===== src/rtl/tdm_rx_pkg.sv =====
package tdm_rx_pkg;
    localparam int SAMPLE_W = 32;

    typedef enum logic [1:0] {
        WID_16 = 2'd0,
        WID_20 = 2'd1,
        WID_24 = 2'd2,
        WID_32 = 2'd3
    } wid_e;

    function automatic logic [5:0] slot_bits(input logic [1:0] code);
        case (wid_e'(code))
            WID_16:  slot_bits = 6'd16;
            WID_20:  slot_bits = 6'd20;
            WID_24:  slot_bits = 6'd24;
            default: slot_bits = 6'd32;
        endcase
    endfunction
endpackage


===== src/rtl/tdm_rx_line_sel.sv =====
module tdm_rx_line_sel #(
    parameter int N_PORTS = 4
) (
    input  logic [N_PORTS-1:0] sd_i,
    input  logic [N_PORTS-1:0] port_sel_i,
    input  logic               lpbk_i,
    input  logic               no_fb_i,
    output logic               rx_bit_o
);
    logic line_bit;

    always_comb begin
        line_bit = |(sd_i & port_sel_i);
        rx_bit_o = line_bit | (lpbk_i & ~no_fb_i);
    end
endmodule


===== src/rtl/tdm_rx_slot_crop.sv =====
module tdm_rx_slot_crop #(
    parameter int MAX_SLOTS = 8,
    localparam int SLOT_W = $clog2(MAX_SLOTS)
) (
    input  logic [MAX_SLOTS-1:0] slot_ignore_i,
    input  logic [SLOT_W-1:0]    slots_m1_i,
    input  logic [SLOT_W:0]      nchans_i,
    output logic [MAX_SLOTS-1:0] keep_o
);
    logic [SLOT_W:0] kept;

    always_comb begin
        kept   = '0;
        keep_o = '0;
        for (int s = 0; s < MAX_SLOTS; s++) begin
            if ((s <= int'(slots_m1_i)) && !slot_ignore_i[s] && (kept < nchans_i)) begin
                keep_o[s] = 1'b1;
                kept      = kept + 1'b1;
            end
        end
    end
endmodule


===== src/rtl/tdm_rx_fifo.sv =====
module tdm_rx_fifo #(
    parameter int DEPTH = 4,
    parameter int W     = 32,
    localparam int PTR_W = (DEPTH > 1) ? $clog2(DEPTH) : 1,
    localparam int CNT_W = $clog2(DEPTH + 1)
) (
    input  logic         clk,
    input  logic         rst_n,
    input  logic         clear_i,
    input  logic         push_i,
    input  logic [W-1:0] din_i,
    input  logic         pop_i,
    output logic [W-1:0] dout_o,
    output logic         valid_o,
    output logic         full_o
);
    typedef struct packed {
        logic [DEPTH-1:0][W-1:0] mem;
        logic [PTR_W-1:0]        wr;
        logic [PTR_W-1:0]        rd;
        logic [CNT_W-1:0]        cnt;
    } fifo_t;

    fifo_t q, n;
    logic  do_push, do_pop;

    always_comb begin
        n       = q;
        full_o  = (q.cnt == CNT_W'(DEPTH));
        valid_o = (q.cnt != '0);
        dout_o  = q.mem[q.rd];
        do_push = push_i && !full_o;
        do_pop  = pop_i && valid_o;
        if (clear_i) begin
            n.wr  = '0;
            n.rd  = '0;
            n.cnt = '0;
        end else begin
            if (do_push) begin
                n.mem[q.wr] = din_i;
                n.wr = (q.wr == PTR_W'(DEPTH - 1)) ? '0 : q.wr + 1'b1;
            end
            if (do_pop) begin
                n.rd = (q.rd == PTR_W'(DEPTH - 1)) ? '0 : q.rd + 1'b1;
            end
            case ({do_push, do_pop})
                2'b10:   n.cnt = q.cnt + 1'b1;
                2'b01:   n.cnt = q.cnt - 1'b1;
                default: n.cnt = q.cnt;
            endcase
        end
    end

    always_ff @(posedge clk or negedge rst_n) begin
        if (!rst_n) q <= '0;
        else        q <= n;
    end
endmodule


===== src/rtl/tdm_rx_deser.sv =====
module tdm_rx_deser
    import tdm_rx_pkg::*;
#(
    parameter int N_PORTS    = 4,
    parameter int MAX_SLOTS  = 8,
    parameter int FIFO_DEPTH = 4,
    parameter int RST_CYCLES = 3,
    localparam int SLOT_W = $clog2(MAX_SLOTS),
    localparam int BIT_W  = $clog2(SAMPLE_W),
    localparam int RC_W   = $clog2(RST_CYCLES + 1)
) (
    input  logic                 clk,
    input  logic                 rst_n,
    input  logic                 enable_i,
    input  logic                 rst_req_i,
    output logic                 rst_busy_o,
    input  logic                 sclk_i,
    input  logic                 fsync_i,
    input  logic [N_PORTS-1:0]   sd_i,
    input  logic                 lpbk_i,
    input  logic [N_PORTS-1:0]   port_sel_i,
    input  logic                 no_fb_i,
    input  logic [SLOT_W-1:0]    slots_m1_i,
    input  logic [1:0]           width_sel_i,
    input  logic                 lsb_first_i,
    input  logic                 sclk_fall_i,
    input  logic                 bit_start_i,
    input  logic [MAX_SLOTS-1:0] slot_ignore_i,
    input  logic [SLOT_W:0]      nchans_i,
    output logic [SAMPLE_W-1:0]  rd_data_o,
    output logic                 rd_valid_o,
    input  logic                 rd_pop_i,
    output logic                 overflow_o
);
    typedef struct packed {
        logic                sclk;
        logic                fs;
        logic                active;
        logic [SLOT_W-1:0]   slot;
        logic [BIT_W-1:0]    bitc;
        logic [SAMPLE_W-1:0] sh;
        logic [RC_W-1:0]     rcnt;
        logic                ovf;
    } rx_state_t;

    rx_state_t q, n;

    logic                 rx_bit;
    logic [MAX_SLOTS-1:0] keep;
    logic                 fifo_full;
    logic                 push;
    logic [SAMPLE_W-1:0]  push_data;
    logic                 bit_edge;
    logic                 fs_rise;
    logic                 do_bit;
    logic [SLOT_W-1:0]    cs;
    logic [BIT_W-1:0]     cb;
    logic [SAMPLE_W-1:0]  cbase;
    logic [SAMPLE_W-1:0]  nsh;
    logic [BIT_W-1:0]     wlast;
    logic [5:0]           wbits;

    tdm_rx_line_sel #(.N_PORTS(N_PORTS)) i_line_sel (
        .sd_i       (sd_i),
        .port_sel_i (port_sel_i),
        .lpbk_i     (lpbk_i),
        .no_fb_i    (no_fb_i),
        .rx_bit_o   (rx_bit)
    );

    tdm_rx_slot_crop #(.MAX_SLOTS(MAX_SLOTS)) i_slot_crop (
        .slot_ignore_i (slot_ignore_i),
        .slots_m1_i    (slots_m1_i),
        .nchans_i      (nchans_i),
        .keep_o        (keep)
    );

    tdm_rx_fifo #(.DEPTH(FIFO_DEPTH), .W(SAMPLE_W)) i_fifo (
        .clk     (clk),
        .rst_n   (rst_n),
        .clear_i (rst_req_i),
        .push_i  (push),
        .din_i   (push_data),
        .pop_i   (rd_pop_i),
        .dout_o  (rd_data_o),
        .valid_o (rd_valid_o),
        .full_o  (fifo_full)
    );

    always_comb begin
        n         = q;
        push      = 1'b0;
        push_data = '0;
        do_bit    = 1'b0;
        cs        = q.slot;
        cb        = q.bitc;
        cbase     = q.sh;
        nsh       = '0;
        wbits     = slot_bits(width_sel_i);
        wlast     = BIT_W'(wbits - 6'd1);

        n.sclk   = sclk_i;
        bit_edge = sclk_fall_i ? (q.sclk && !sclk_i) : (!q.sclk && sclk_i);
        fs_rise  = bit_edge && fsync_i && !q.fs;
        if (bit_edge) n.fs = fsync_i;

        if (rst_req_i) begin
            n.rcnt   = RC_W'(RST_CYCLES);
            n.active = 1'b0;
            n.ovf    = 1'b0;
        end else begin
            if (q.rcnt != '0) n.rcnt = q.rcnt - 1'b1;

            if (!enable_i || (q.rcnt != '0)) begin
                n.active = 1'b0;
            end else if (fs_rise) begin
                n.active = 1'b1;
                n.slot   = '0;
                n.bitc   = '0;
                n.sh     = '0;
                cs       = '0;
                cb       = '0;
                cbase    = '0;
                do_bit   = !bit_start_i;
            end else if (bit_edge && q.active) begin
                do_bit = 1'b1;
            end

            if (do_bit) begin
                if (lsb_first_i) nsh = cbase | (SAMPLE_W'(rx_bit) << cb);
                else             nsh = {cbase[SAMPLE_W-2:0], rx_bit};
                if (cb == wlast) begin
                    push      = keep[cs];
                    push_data = nsh;
                    n.sh      = '0;
                    n.bitc    = '0;
                    if (cs == slots_m1_i) n.active = 1'b0;
                    else                  n.slot   = cs + 1'b1;
                end else begin
                    n.bitc = cb + 1'b1;
                    n.sh   = nsh;
                end
            end

            if (push && fifo_full) n.ovf = 1'b1;
        end
    end

    always_ff @(posedge clk or negedge rst_n) begin
        if (!rst_n) q <= '0;
        else        q <= n;
    end

    assign rst_busy_o = (q.rcnt != '0);
    assign overflow_o = q.ovf;
endmodule


===== config.mk =====
export PLATFORM = sky130hd
export DESIGN_NAME = tdm_rx_deser
export DESIGN_NICKNAME = d
export VERILOG_FILES = /design/src/rtl/tdm_rx_pkg.sv /design/src/rtl/tdm_rx_line_sel.sv /design/src/rtl/tdm_rx_slot_crop.sv /design/src/rtl/tdm_rx_fifo.sv /design/src/rtl/tdm_rx_deser.sv
export SDC_FILE = /design/constraint.sdc
export NUM_CORES = 1
export LEC_CHECK = 0
export CAP_MARGIN = 15
export CORE_MARGIN = 2
export CORE_UTILIZATION = 45
export DETAILED_ROUTE_END_ITERATION = 8
export PLACE_DENSITY = 0.65
export SLEW_MARGIN = 20
export SYNTH_ARGS = -nofsm -noshare
export SYNTH_HDL_FRONTEND = slang
export SYNTH_SLANG_ARGS = --single-unit

===== constraint.sdc =====
create_clock -name clk -period 5.88 [get_ports clk]
set_input_delay 0.882 -clock clk [delete_from_list [all_inputs] [get_ports clk]]
set_output_delay 0.882 -clock clk [all_outputs]
set_load 0.01 [all_outputs]

==> results.md, run 1 <==
* VDD IR max at 0.2030 mV
* H-tree levels at 4
* Max Cap Viol at 0
* GRT Residual Overflow at 0
* Synthesized cell area at 10,010 µm²
* Synth Warn # at 0
* Met3 WL at 1271 µm
* Leak at 6.413 nW
* Critical path's slowest cell: or4_4
* Final core occ at 62.54%
* Synth Instances at 918
* Number of routed nets with antenna violations at 0
* Antenna violations before repair at 0
* Top sig layer: met4
* Crit path DAT at 9.01 ns
* CP Max Fanout at 6
* Root Driver: clkbuf_16
* Crit Path Class: input pin to register
* Area delta synth->final at 36.33%
* Clock slew at the register clock pins of the worst setup and hold paths at 0.07 ns
* WL final at 27,580 µm
* Setup slack at placement at -3.496 ns
* Total number of vias at 7,941
* Die W at 153.2 µm
* Number of flops mapped to enable cells by yosys at 0
* CP endpoint kind: register
* GP Congestion at 0.8348
* Clock Latency Late Sink at 0.44 ns
* Power density over the cells at 207.5 nW/µm²
* CTS tree: yes
* Final worst setup slack at -2.806 ns
* DRC viols at 0
* Setup Skew at 0.01178 ns
* Final-report hold violation count at 0
* Synth cell types at 70
* Net count after synthesis at 986
* Post-synth ARST share at 100.0%
* First DRT Iteration DRCs at 637
* Placed Cells at 1,302
* CORE AREA at 21,820 µm²
* Die Y at 153.2 µm
* Fmax at 115.1 MHz
* Die area at 23,460 µm²
* HPWL Detailed at 15,670 µm
* Pins Over Slew Limit at 0
* Top cells by area, synth: dfrtp_1 45%, mux2_1 10%, mux4_2 7.2%, mux2_2 5.4%, ha_1 3.7%
* Met2 WL post-DR at 13,500 µm
* Row cnt at 54
* Largest net degree at the start of global routing at 78
* Num CTS Buffers at 17
* Layout cells sized above 1 at 36.45%
* Worst reg2reg path depth at 14
* CP max stage delay at 0.53 ns
* Vias per cell at 5.742
* #FFs+latches synth at 181
* Worst endpoint required time at 6.20 ns
* Fin crit share at 147.7%
* Average cell area after synthesis at 10.91 µm²
* Worst Hold Class: input pin to async pin
* M1 wire length at 12,120 µm
* Clock tree buffer depth at 2
* I/O Buffers at 71
* Flop-to-flop setup slack at 1.58 ns
* Vias in the first global route at 7,975
* NumNets Final at 1,158
* Initial Util at 45.88%
* I/O pin cnt at 72
* Total track usage at 21.82%
* First-pass GRT wire length at 41,190 µm
* Wire length per cell at 19.94 µm
* CTS Hold Buffers Added at 0
* # setup viols final at 134
* Clock sinks at 181
* Worst slew margin at 35.44%
* Most common cell after layout, fill and taps aside: dfrtp_1
* CP Launch Type: input pin
* Failing checks: setup timing
* Non-filler cells, final at 1,383
* Slew @ Worst Pin at 0.9661 ns
* TritonRoute pass-1 iters at 6
* Synth top area share at 45.24%
* Yosys top cell by area: dfrtp_1
* Most frequent cells in the layout: 180 x dfrtp_1, 104 x buf_4, 96 x nand2_1, 96 x mux2_4, 85 x nor2_1
* Status: complete, but fails checks
* Final min period at 8.686 ns
* Seq/Total Area, Yosys at 45.24%
* Synth Flop Type: dfrtp_1
* RSZ-0062 raised after global routing: true
* Ant. Diodes at 0
[critical path, delay by kind of cell]
| family | cells | cell delay [ns] |
|---|---|---|
| compound gates | 10 | 1.81 |
| xor+xnor | 1 | 0.15 |
| fa+ha+maj | 6 | 1.47 |
| buf+inv | 8 | 1.08 |
| mux | 5 | 1.57 |
| simple gates | 11 | 2.03 |
[layout make-up]
| type | count | area [µm²] |
|---|---|---|
| Inverter | 19 | 71.32 |
| Tap cell | 280 | 350.3 |
| Clock inverter | 13 | 161.4 |
| Fill cell | 1644 | 8174 |
| Multi-Input combinational cell | 663 | 5952 |
| Clock buffer | 19 | 442.9 |
| Sequential cell | 181 | 4531 |
| Timing Repair Buffer | 208 | 2141 |
[final timing paths]
check                                    end        start
worst max-delay path            i_fifo.q[61]  nchans_i[3]
worst min-delay path            i_fifo.q[13]        rst_n
worst max register to register  i_fifo.q[61]        q[45]
worst min register to register         q[24]        q[24]
max in group asynchronous       i_fifo.q[22]        rst_n
min in group clk                       q[24]        q[24]
[Yosys cell counts, drive strengths merged (3+ instances only)]
cell    count
inv        19
a22o        5
a21oi      30
o31ai       6
a21o        3
nand3      13
nand2b     10
mux4       32
mux2      138
xor2        9
nor3b       5
nand4b      3
and2        8
o21a        3
a22oi       3
o211ai     14
dfrtp     181
nor2b       9
nand2     103
a211o       3
nor3        7
o21bai      4
ha         30
nand4       4
mux2i       7
clkbuf     34
nand3b      4
o21ai      75
buf        21
nor2       87
or2         5
xnor2       5
[where the power goes]
group          switching, mW  total (mW)  leakage, nW  internal (mW)
Combinational          0.201       0.410         3.60          0.209
Sequential            0.0108        1.26         2.52           1.25
Clock                  0.538        1.16        0.293          0.620
[kinds of logic (layout without fill, tap and decap cells)]
group	count (synthesis)	after routing	synth area share, %
XOR/XNOR	14	14	1.225
AO/OA/AOI/OAI	170	170	10.53
adder cells (fa/ha/maj)	31	31	3.949
multiplexers	177	177	23.54
buffers and inverters	74	259	2.949
flip-flops	181	181	45.24
AND/OR/NAND/NOR	270	270	12.52
other	1	1	0.03745
[per-layer routing]
layer	vias to the layer above	global-route usage, %
met5	-	0
met4	0	7.363
met3	61	3.232
met2	220	36.08
met1	3994	29.60
li1	3666	-
[per-stage QoR]
step	hold slack [ns]	TNS [ns]	power (mW)	cell area (µm²)
after global routing	0.4991	-416.14	2.944	13650
after CTS	0.4841	-343.06	2.844	12940
final	0.4598	-363.70	2.832	13650
after floorplan	0.4497	-376.56	1.481	10200
after global placement	0.4621	-434.59	1.642	11780
after detailed placement	0.4697	-456.72	1.648	11780
[state kept, by name (all words and copies together) (netlist names)]
signal / flops
overflow_o: 1
q: 45
i_fifo.q: 135
[repair_timing]
action                                 in CTS  in global routing
resized for setup                          77                 88
setup buffers                              27                  8
endpoints found under the hold margin       0                  0
pin swaps                                  31                 11
gates cloned                                3                 13
setup endpoints to repair                 134                134
Power figures use the tool's default switching activity.
==> run 2, diff against run 1 <==
==> constraint.sdc (replaced) <==
create_clock -name clk -period 5.88 [get_ports clk]
set_input_delay 1.176 -clock clk [delete_from_list [all_inputs] [get_ports clk]]
set_output_delay 1.176 -clock clk [all_outputs]
set_load 0.01 [all_outputs]
==> run 2 against run 1 <==
Against the previous run: the flow still finishes with violations (setup timing); global-route usage grew 0.54 points; hold slack gained 0.027 ns; sequential power is essentially flat; sequential share of layout area grew 0.48 points; cell count shrank 1.0%; clock skew grew 0.0038 ns; die area is the same; maximum frequency shrank 2.1%; power grew 3.0%; wire length shrank 3.1%; non-clock buffer count shrank 14; critical endpoint is now i_fifo.q[68].
==> results.md, run 2 (same netlist as run 1, synthesis figures left out) <==
* Status: complete, but fails checks
* Failing checks: setup timing
* Worst Hold Class: register to register
* First-pass GRT wire length at 41,980 µm (+1.9%)
* VDD IR max at 0.2346 mV (+16%)
* I/O Buffers at 71 (unchanged)
* Crit path launch: nchans_i[3]
* Non-filler cells, final at 1,369 (-1.0%)
* Max Cap Viol at 0 (unchanged)
* Slew @ Worst Pin at 0.9832 ns (+0.01717 ns)
* Reg2Reg Capture Point: i_fifo.q[68]
* Ant. Diodes at 0 (unchanged)
* Row cnt at 54 (unchanged)
* Setup Skew at 0.01553 ns (+0.003755 ns)
* Total track usage at 22.36% (+0.54 points)
* Largest net degree at the start of global routing at 103 (+32%)
* GP Congestion at 0.8298 (-0.60%)
* H-tree levels at 4 (unchanged)
* Leak at 6.296 nW (-1.8%)
* # setup viols final at 134 (unchanged)
* Register area at 4531 µm² (unchanged)
* CTS Hold Buffers Added at 0 (unchanged)
* First DRT Iteration DRCs at 628 (-1.4%)
* Setup slack at placement at -3.853 ns (-0.3577 ns)
* Worst endpoint required time at 6.20 ns (about the same)
* Hold Path Cell Cnt at 1
* CP Launch Type: input pin
* Worst reg2reg path depth at 13 (-1)
* Die Y at 153.2 µm (unchanged)
* Most common cell after layout, fill and taps aside: dfrtp_1
* Clock sinks at 181 (unchanged)
* Area of the multi-input gates at 5919 µm² (-0.55%)
* HPWL Detailed at 15,950 µm (+1.8%)
* CORE AREA at 21,820 µm² (unchanged)
* CP Max Fanout at 6 (unchanged)
* CTS tree: yes
* Crit Path Class: input pin to register
* Total number of vias at 7,780 (-2.0%)
* Area delta synth->final at 34.37%
* Final min period at 8.870 ns (+0.1839 ns)
* CP max stage delay at 0.41 ns (-0.12 ns)
* Die W at 153.2 µm (unchanged)
* NumNets Final at 1,144 (-1.2%)
* Fin crit share at 150.8% (+3.1 points)
* Number of routed nets with antenna violations at 0 (unchanged)
* Final worst setup slack at -2.990 ns (-0.1839 ns)
* Placed Cells at 1,301 (-0.077%)
* Max reg flops at 135 (unchanged)
* Clock slew at the register clock pins of the worst setup and hold paths at 0.07 ns (about the same)
* Num CTS Buffers at 17 (unchanged)
* Hold Path Origin: q[2]
* GRT busiest layer: met2
* Fmax at 112.7 MHz (-2.1%)
* I/O pin cnt at 72 (unchanged)
* Layout cells sized above 1 at 35.45% (-1.0 points)
* Vias in the first global route at 7,788 (-2.3%)
* Critical path's slowest cell: a2111oi_4
* Wire length per cell at 19.52 µm (-2.1%)
* Clock Latency Late Sink at 0.45 ns (about the same)
* Vias per cell at 5.683 (-1.0%)
* Clock tree buffer depth at 2 (unchanged)
* Antenna violations before repair at 0 (unchanged)
* Initial Util at 45.88% (unchanged)
* Met1 Usage GRT at 30.74% (+1.1 points)
* Die area at 23,460 µm² (unchanged)
* Root Driver: clkbuf_16
* Final-report hold violation count at 0 (unchanged)
* Worst r2r src: q[45]
* CP endpoint kind: register
* Hold_ws at 0.4870 ns (+0.02716 ns)
* WL final at 26,720 µm (-3.1%)
* GRT Residual Overflow at 0 (unchanged)
* Worst slew margin at 34.29% (-1.1 points)
* Flop-to-flop setup slack at 1.91 ns (+0.33 ns)
* Biggest register: i_fifo.q
* Met3 Use GR at 3.544% (+0.31 points)
* RSZ-0062 raised after global routing: true
* Pins Over Slew Limit at 0 (unchanged)
* TritonRoute pass-1 iters at 5 (-1)
* Most frequent cells in the layout: 180 x dfrtp_1, 100 x buf_4, 97 x nand2_1
* Power density over the cells at 216.9 nW/µm² (+4.5%)
* Hold Path Sink: q[2]
* DRC viols at 0 (unchanged)
* Crit path DAT at 9.19 ns (+0.18 ns)
* Filler cell count at 1,719 (+4.6%)
* Met2 Track Usage GR at 37.14% (+1.1 points)
[run 2: cell count changes in the layout (fill, tap and decap cells not counted), sizes merged]
cell	before	now
clkbuf	29	23
inv	26	27
clkinv	4	2
bufinv	1	3
dlygate4sd2	5	6
buf	132	122
[run 2: worst max path at each step]
stage,end,slack (ns)
3_3_place_gp,i_fifo.q[2],-3.61
5_1_grt,i_fifo.q[68],-3.45
4_1_cts,i_fifo.q[2],-2.96
3_5_place_dp,i_fifo.q[2],-3.85
2_1_floorplan,i_fifo.q[2],-3.34
6_report,i_fifo.q[68],-2.99
[run 2: through the flow]
step / power (mW) / TNS (ns) / utilization (%) / cell area [µm²]
after global routing: 3.023 / -451.06 / 61.64 / 13450
after detailed placement: 1.645 / -502.03 / 54.01 / 11790
after global placement: 1.640 / -473.37 / 54.01 / 11790
final: 2.918 / -389.08 / 61.64 / 13450
after CTS: 2.918 / -387.45 / 59.08 / 12890
after floorplan: 1.481 / -415.95 / - / 10200
[run 2: routing by layer]
metal | up-vias | part of all wire, %
met5 | - | 0
met1 | 3932 | 45
li1 | 3632 | -
met4 | 0 | 1.7
met3 | 31 | 4.5
met2 | 185 | 49
[run 2: cell type report]
cell class | count | area share [%]
Clock buffer | 18 | 3.265
Clock inverter | 14 | 1.525
Inverter | 19 | 0.5301
Multi-Input combinational cell | 663 | 44.00
Sequential cell | 181 | 33.68
Tap cell | 280 | 2.604
Timing Repair Buffer | 194 | 14.40
[run 2: repair_timing]
item | in CTS | in global routing
cloned | 5 | 5
setup buffers | 20 | 7
pin swaps | 37 | 8
gates resized for setup | 54 | 96
endpoints found under the setup margin | 134 | 134
[run 2: power by group]
part	internal [mW]	total [mW]	leakage (nW)	switching [mW]
registers	1.25	1.26	2.52	0.0102
clock network	0.704	1.25	0.314	0.548
logic	0.205	0.402	3.47	0.197
total	2.16	2.92	6.30	0.755
[run 2: critical path, delay by kind of cell]
family,cells,cell delay (ns)
buffers and inverters,8,0.97
XOR/XNOR,3,0.62
adder cells (fa/ha/maj),7,1.66
AND/OR/NAND/NOR,13,1.95
AO/OA/AOI/OAI,12,2.22
multiplexers,2,0.57
==> run 3, diff against run 2 <==
TNS_END_PERCENT = 20   (was default)
==> run 3 against run 2 <==
Against the previous run: the flow still finishes with violations (setup timing); sequential power barely moved; register-to-register slack got worse by 0.06 ns; largest cell class unchanged; worst setup slack got worse by 0.062 ns; hold slack got worse by 0.0032 ns; critical endpoint is now i_fifo.q[20]; count of clock-buffer cells in the layout fell by 1; largest power group unchanged; critical path depth rose by 5; global-route usage fell by 0.99 points; combinational power rose by 2%; power fell by 2.1%.
==> results.md, run 3 (same netlist as run 1, synthesis figures left out) <==
* Worst slew margin at 33.20% (-1.1 points)
* Critical path's slowest cell: a2111oi_4
* Final-report hold violation count at 0 (unchanged)
* Power density over the cells at 218.9 nW/µm² (+0.91%)
* Total number of vias at 7,662 (-1.5%)
* Wire length per cell at 18.16 µm (-7.0%)
* Max reg flops at 135 (unchanged)
* Final min period at 8.932 ns (+0.06205 ns)
* GRT Residual Overflow at 0 (unchanged)
* RSZ-0062 raised after global routing: true
* Initial Util at 45.88% (unchanged)
* Clock power frac at 41.3% (-1.6 points)
* Vias per cell at 5.593 (-1.6%)
* Setup Skew at 0.01238 ns (-0.003150 ns)
* Antenna violations before repair at 0 (unchanged)
* Sw frac at 25.96% (+0.077 points)
* Crit Path Class: input pin to register
* Root Driver: clkbuf_16
* H-tree levels at 4 (unchanged)
* Layout cells sized above 1 at 30.28% (-5.2 points)
* Crit path buf inv count at 17 (+9)
* Biggest register: i_fifo.q
* Fmax at 112.0 MHz (-0.69%)
* Clock slew at the register clock pins of the worst setup and hold paths at 0.07 ns (about the same)
* Worst endpoint required time at 6.20 ns (about the same)
* Crit path DAT at 9.25 ns (+0.06 ns)
* # setup viols final at 134 (unchanged)
* Most frequent cells in the layout: 180 x dfrtp_1, 106 x buf_4, 96 x nand2_1
* CORE AREA at 21,820 µm² (unchanged)
* VDD IR max at 0.1957 mV (-17%)
* Clock tree buffer depth at 2 (unchanged)
* Failing checks: setup timing
* I/O pin cnt at 72 (unchanged)
* Cell Area, Placed at 11,780 µm² (about the same)
* Internal Pwr Total at 2.114 mW (-2.2%)
* Ant. Diodes at 0 (unchanged)
* Row cnt at 54 (unchanged)
* Die W at 153.2 µm (unchanged)
* HPWL Detailed at 15,900 µm (-0.29%)
* Largest net degree at the start of global routing at 111 (+7.8%)
* GP Congestion at 0.8355 (+0.69%)
* CP endpoint kind: register
* First DRT Iteration DRCs at 413 (-34%)
* Status: complete, but fails checks
* NumNets Final at 1,145 (+0.087%)
* Max Cap Viol at 0 (unchanged)
* TritonRoute pass-1 iters at 6 (+1)
* Fin crit share at 151.9% (+1.1 points)
* Die area at 23,460 µm² (unchanged)
* CP max stage delay at 0.34 ns (-0.07 ns)
* Clock Latency Late Sink at 0.44 ns (about the same)
* Top Family by Delay on Critical Path: buffers and inverters
* WL final at 24,880 µm (-6.9%)
* CP Max Fanout at 7 (+1)
* Total track usage at 21.36% (-0.99 points)
* Final core occ at 59.78% (-1.9 points)
* CP Launch Type: input pin
* First-pass GRT wire length at 40,250 µm (-4.1%)
* Final worst setup slack at -3.052 ns (-0.06205 ns)
* P_sw at 741.3 µW (-1.8%)
* Most common cell after layout, fill and taps aside: dfrtp_1
* Sequential share of power at 44.3% (+1.0 points)
* Design area at 13,050 µm² (-3.0%)
* I/O Buffers at 71 (unchanged)
* Pins Over Slew Limit at 0 (unchanged)
* Area delta synth->final at 30.31%
* DRC viols at 0 (unchanged)
* Die Y at 153.2 µm (unchanged)
* Number of routed nets with antenna violations at 0 (unchanged)
* Worst Hold Class: register to register
* Clock sinks at 181 (unchanged)
* Leak at 6.086 nW (-3.3%)
* Filler cell count at 1,778 (+3.4%)
* CTS tree: yes
* Num CTS Buffers at 17 (unchanged)
* Slew @ Worst Pin at 1.002 ns (+0.01872 ns)
* Combinational fraction of design power at 14.4% (+0.6 points)
* Vias in the first global route at 7,732 (-0.72%)
* Critical Path Most Common Cell: buf_4
-- run 3: cell count changes in the layout (fill, tap and decap cells not counted), sizes merged --
cell / previous run / this run
dlygate4sd2: 6 / 5
clkbuf: 23 / 19
buf: 122 / 127
bufinv: 3 / 2
inv: 27 / 26
clkinv: 2 / 5
-- run 3: cell type report --
type | instances | area (µm²) | share of cell area, %
timing repair buffer | 195 | 1798 | 13.78
multi-input combinational | 663 | 5682 | 43.55
sequential | 181 | 4531 | 34.73
inverter | 19 | 71.32 | 0.5467
clock inverter | 15 | 188.9 | 1.448
tap | 280 | 350.3 | 2.685
clock buffer | 17 | 425.4 | 3.261
-- run 3: worst paths after layout --
| path | startpoint | end | slack, ns | cells after the start |
|---|---|---|---|---|
| setup / recovery | nchans_i[2] | i_fifo.q[20] | -3.05 | 50 |
| hold / removal | q[32] | q[32] | 0.48 | 2 |
| setup reg to reg | q[1] | i_fifo.q[2] | 1.85 | 14 |
| hold reg to reg | q[32] | q[32] | 0.48 | 2 |
| max in group asynchronous | rst_n | i_fifo.q[56] | 4.12 | 2 |
| min in group asynchronous | rst_n | i_fifo.q[13] | 0.74 | 1 |
-- run 3: tightest hold or removal path, cell delays in order, from the launching register on --
cell and delay [ns]:
dfrtp_1 0.35, nand2_1 0.05, o21ai_0 0.06
-- run 3: per-stage QoR --
step | power [mW] | setup TNS, ns | instances | hold WS (ns) | worst slack [ns]
floorplan | 1.481 | -415.95 | 918 | 0.4497 | -3.344
global route | 2.971 | -449.48 | 1370 | 0.5030 | -3.444
CTS | 2.869 | -386.25 | 1364 | 0.4868 | -2.971
detailed placement | 1.647 | -496.61 | 1300 | 0.4708 | -3.818
finish | 2.856 | -396.77 | 1370 | 0.4837 | -3.052
global placement | 1.640 | -471.60 | 1300 | 0.4630 | -3.597
-- run 3: layer usage --
layer  share of wire (%)  GRT usage, %  up-vias
met3                 3.9         3.544       30
met4                 1.4         5.071        0
met1                  46         29.24     3851
li1                    -             -     3613
met5                   0             0        -
met2                  49         35.82      168
-- run 3: power groups by stage --
stage | Combinational [mW] | Sequential (mW) | Clock, mW
2_1_floorplan | 0.198 | 1.28 | 0
3_3_place_gp | 0.351 | 1.29 | 0
3_5_place_dp | 0.356 | 1.29 | 0
4_1_cts | 0.403 | 1.27 | 1.20
5_1_grt | 0.452 | 1.27 | 1.25
6_report | 0.412 | 1.27 | 1.18
-- run 3: repair_timing --
item,in CTS,in global routing
buffers inserted,30,6
pin swaps,31,28
resized for setup,63,27
hold endpoints to repair,0,0
gates cloned,2,1
hold buffers,0,0
endpoints found under the setup margin,134,134
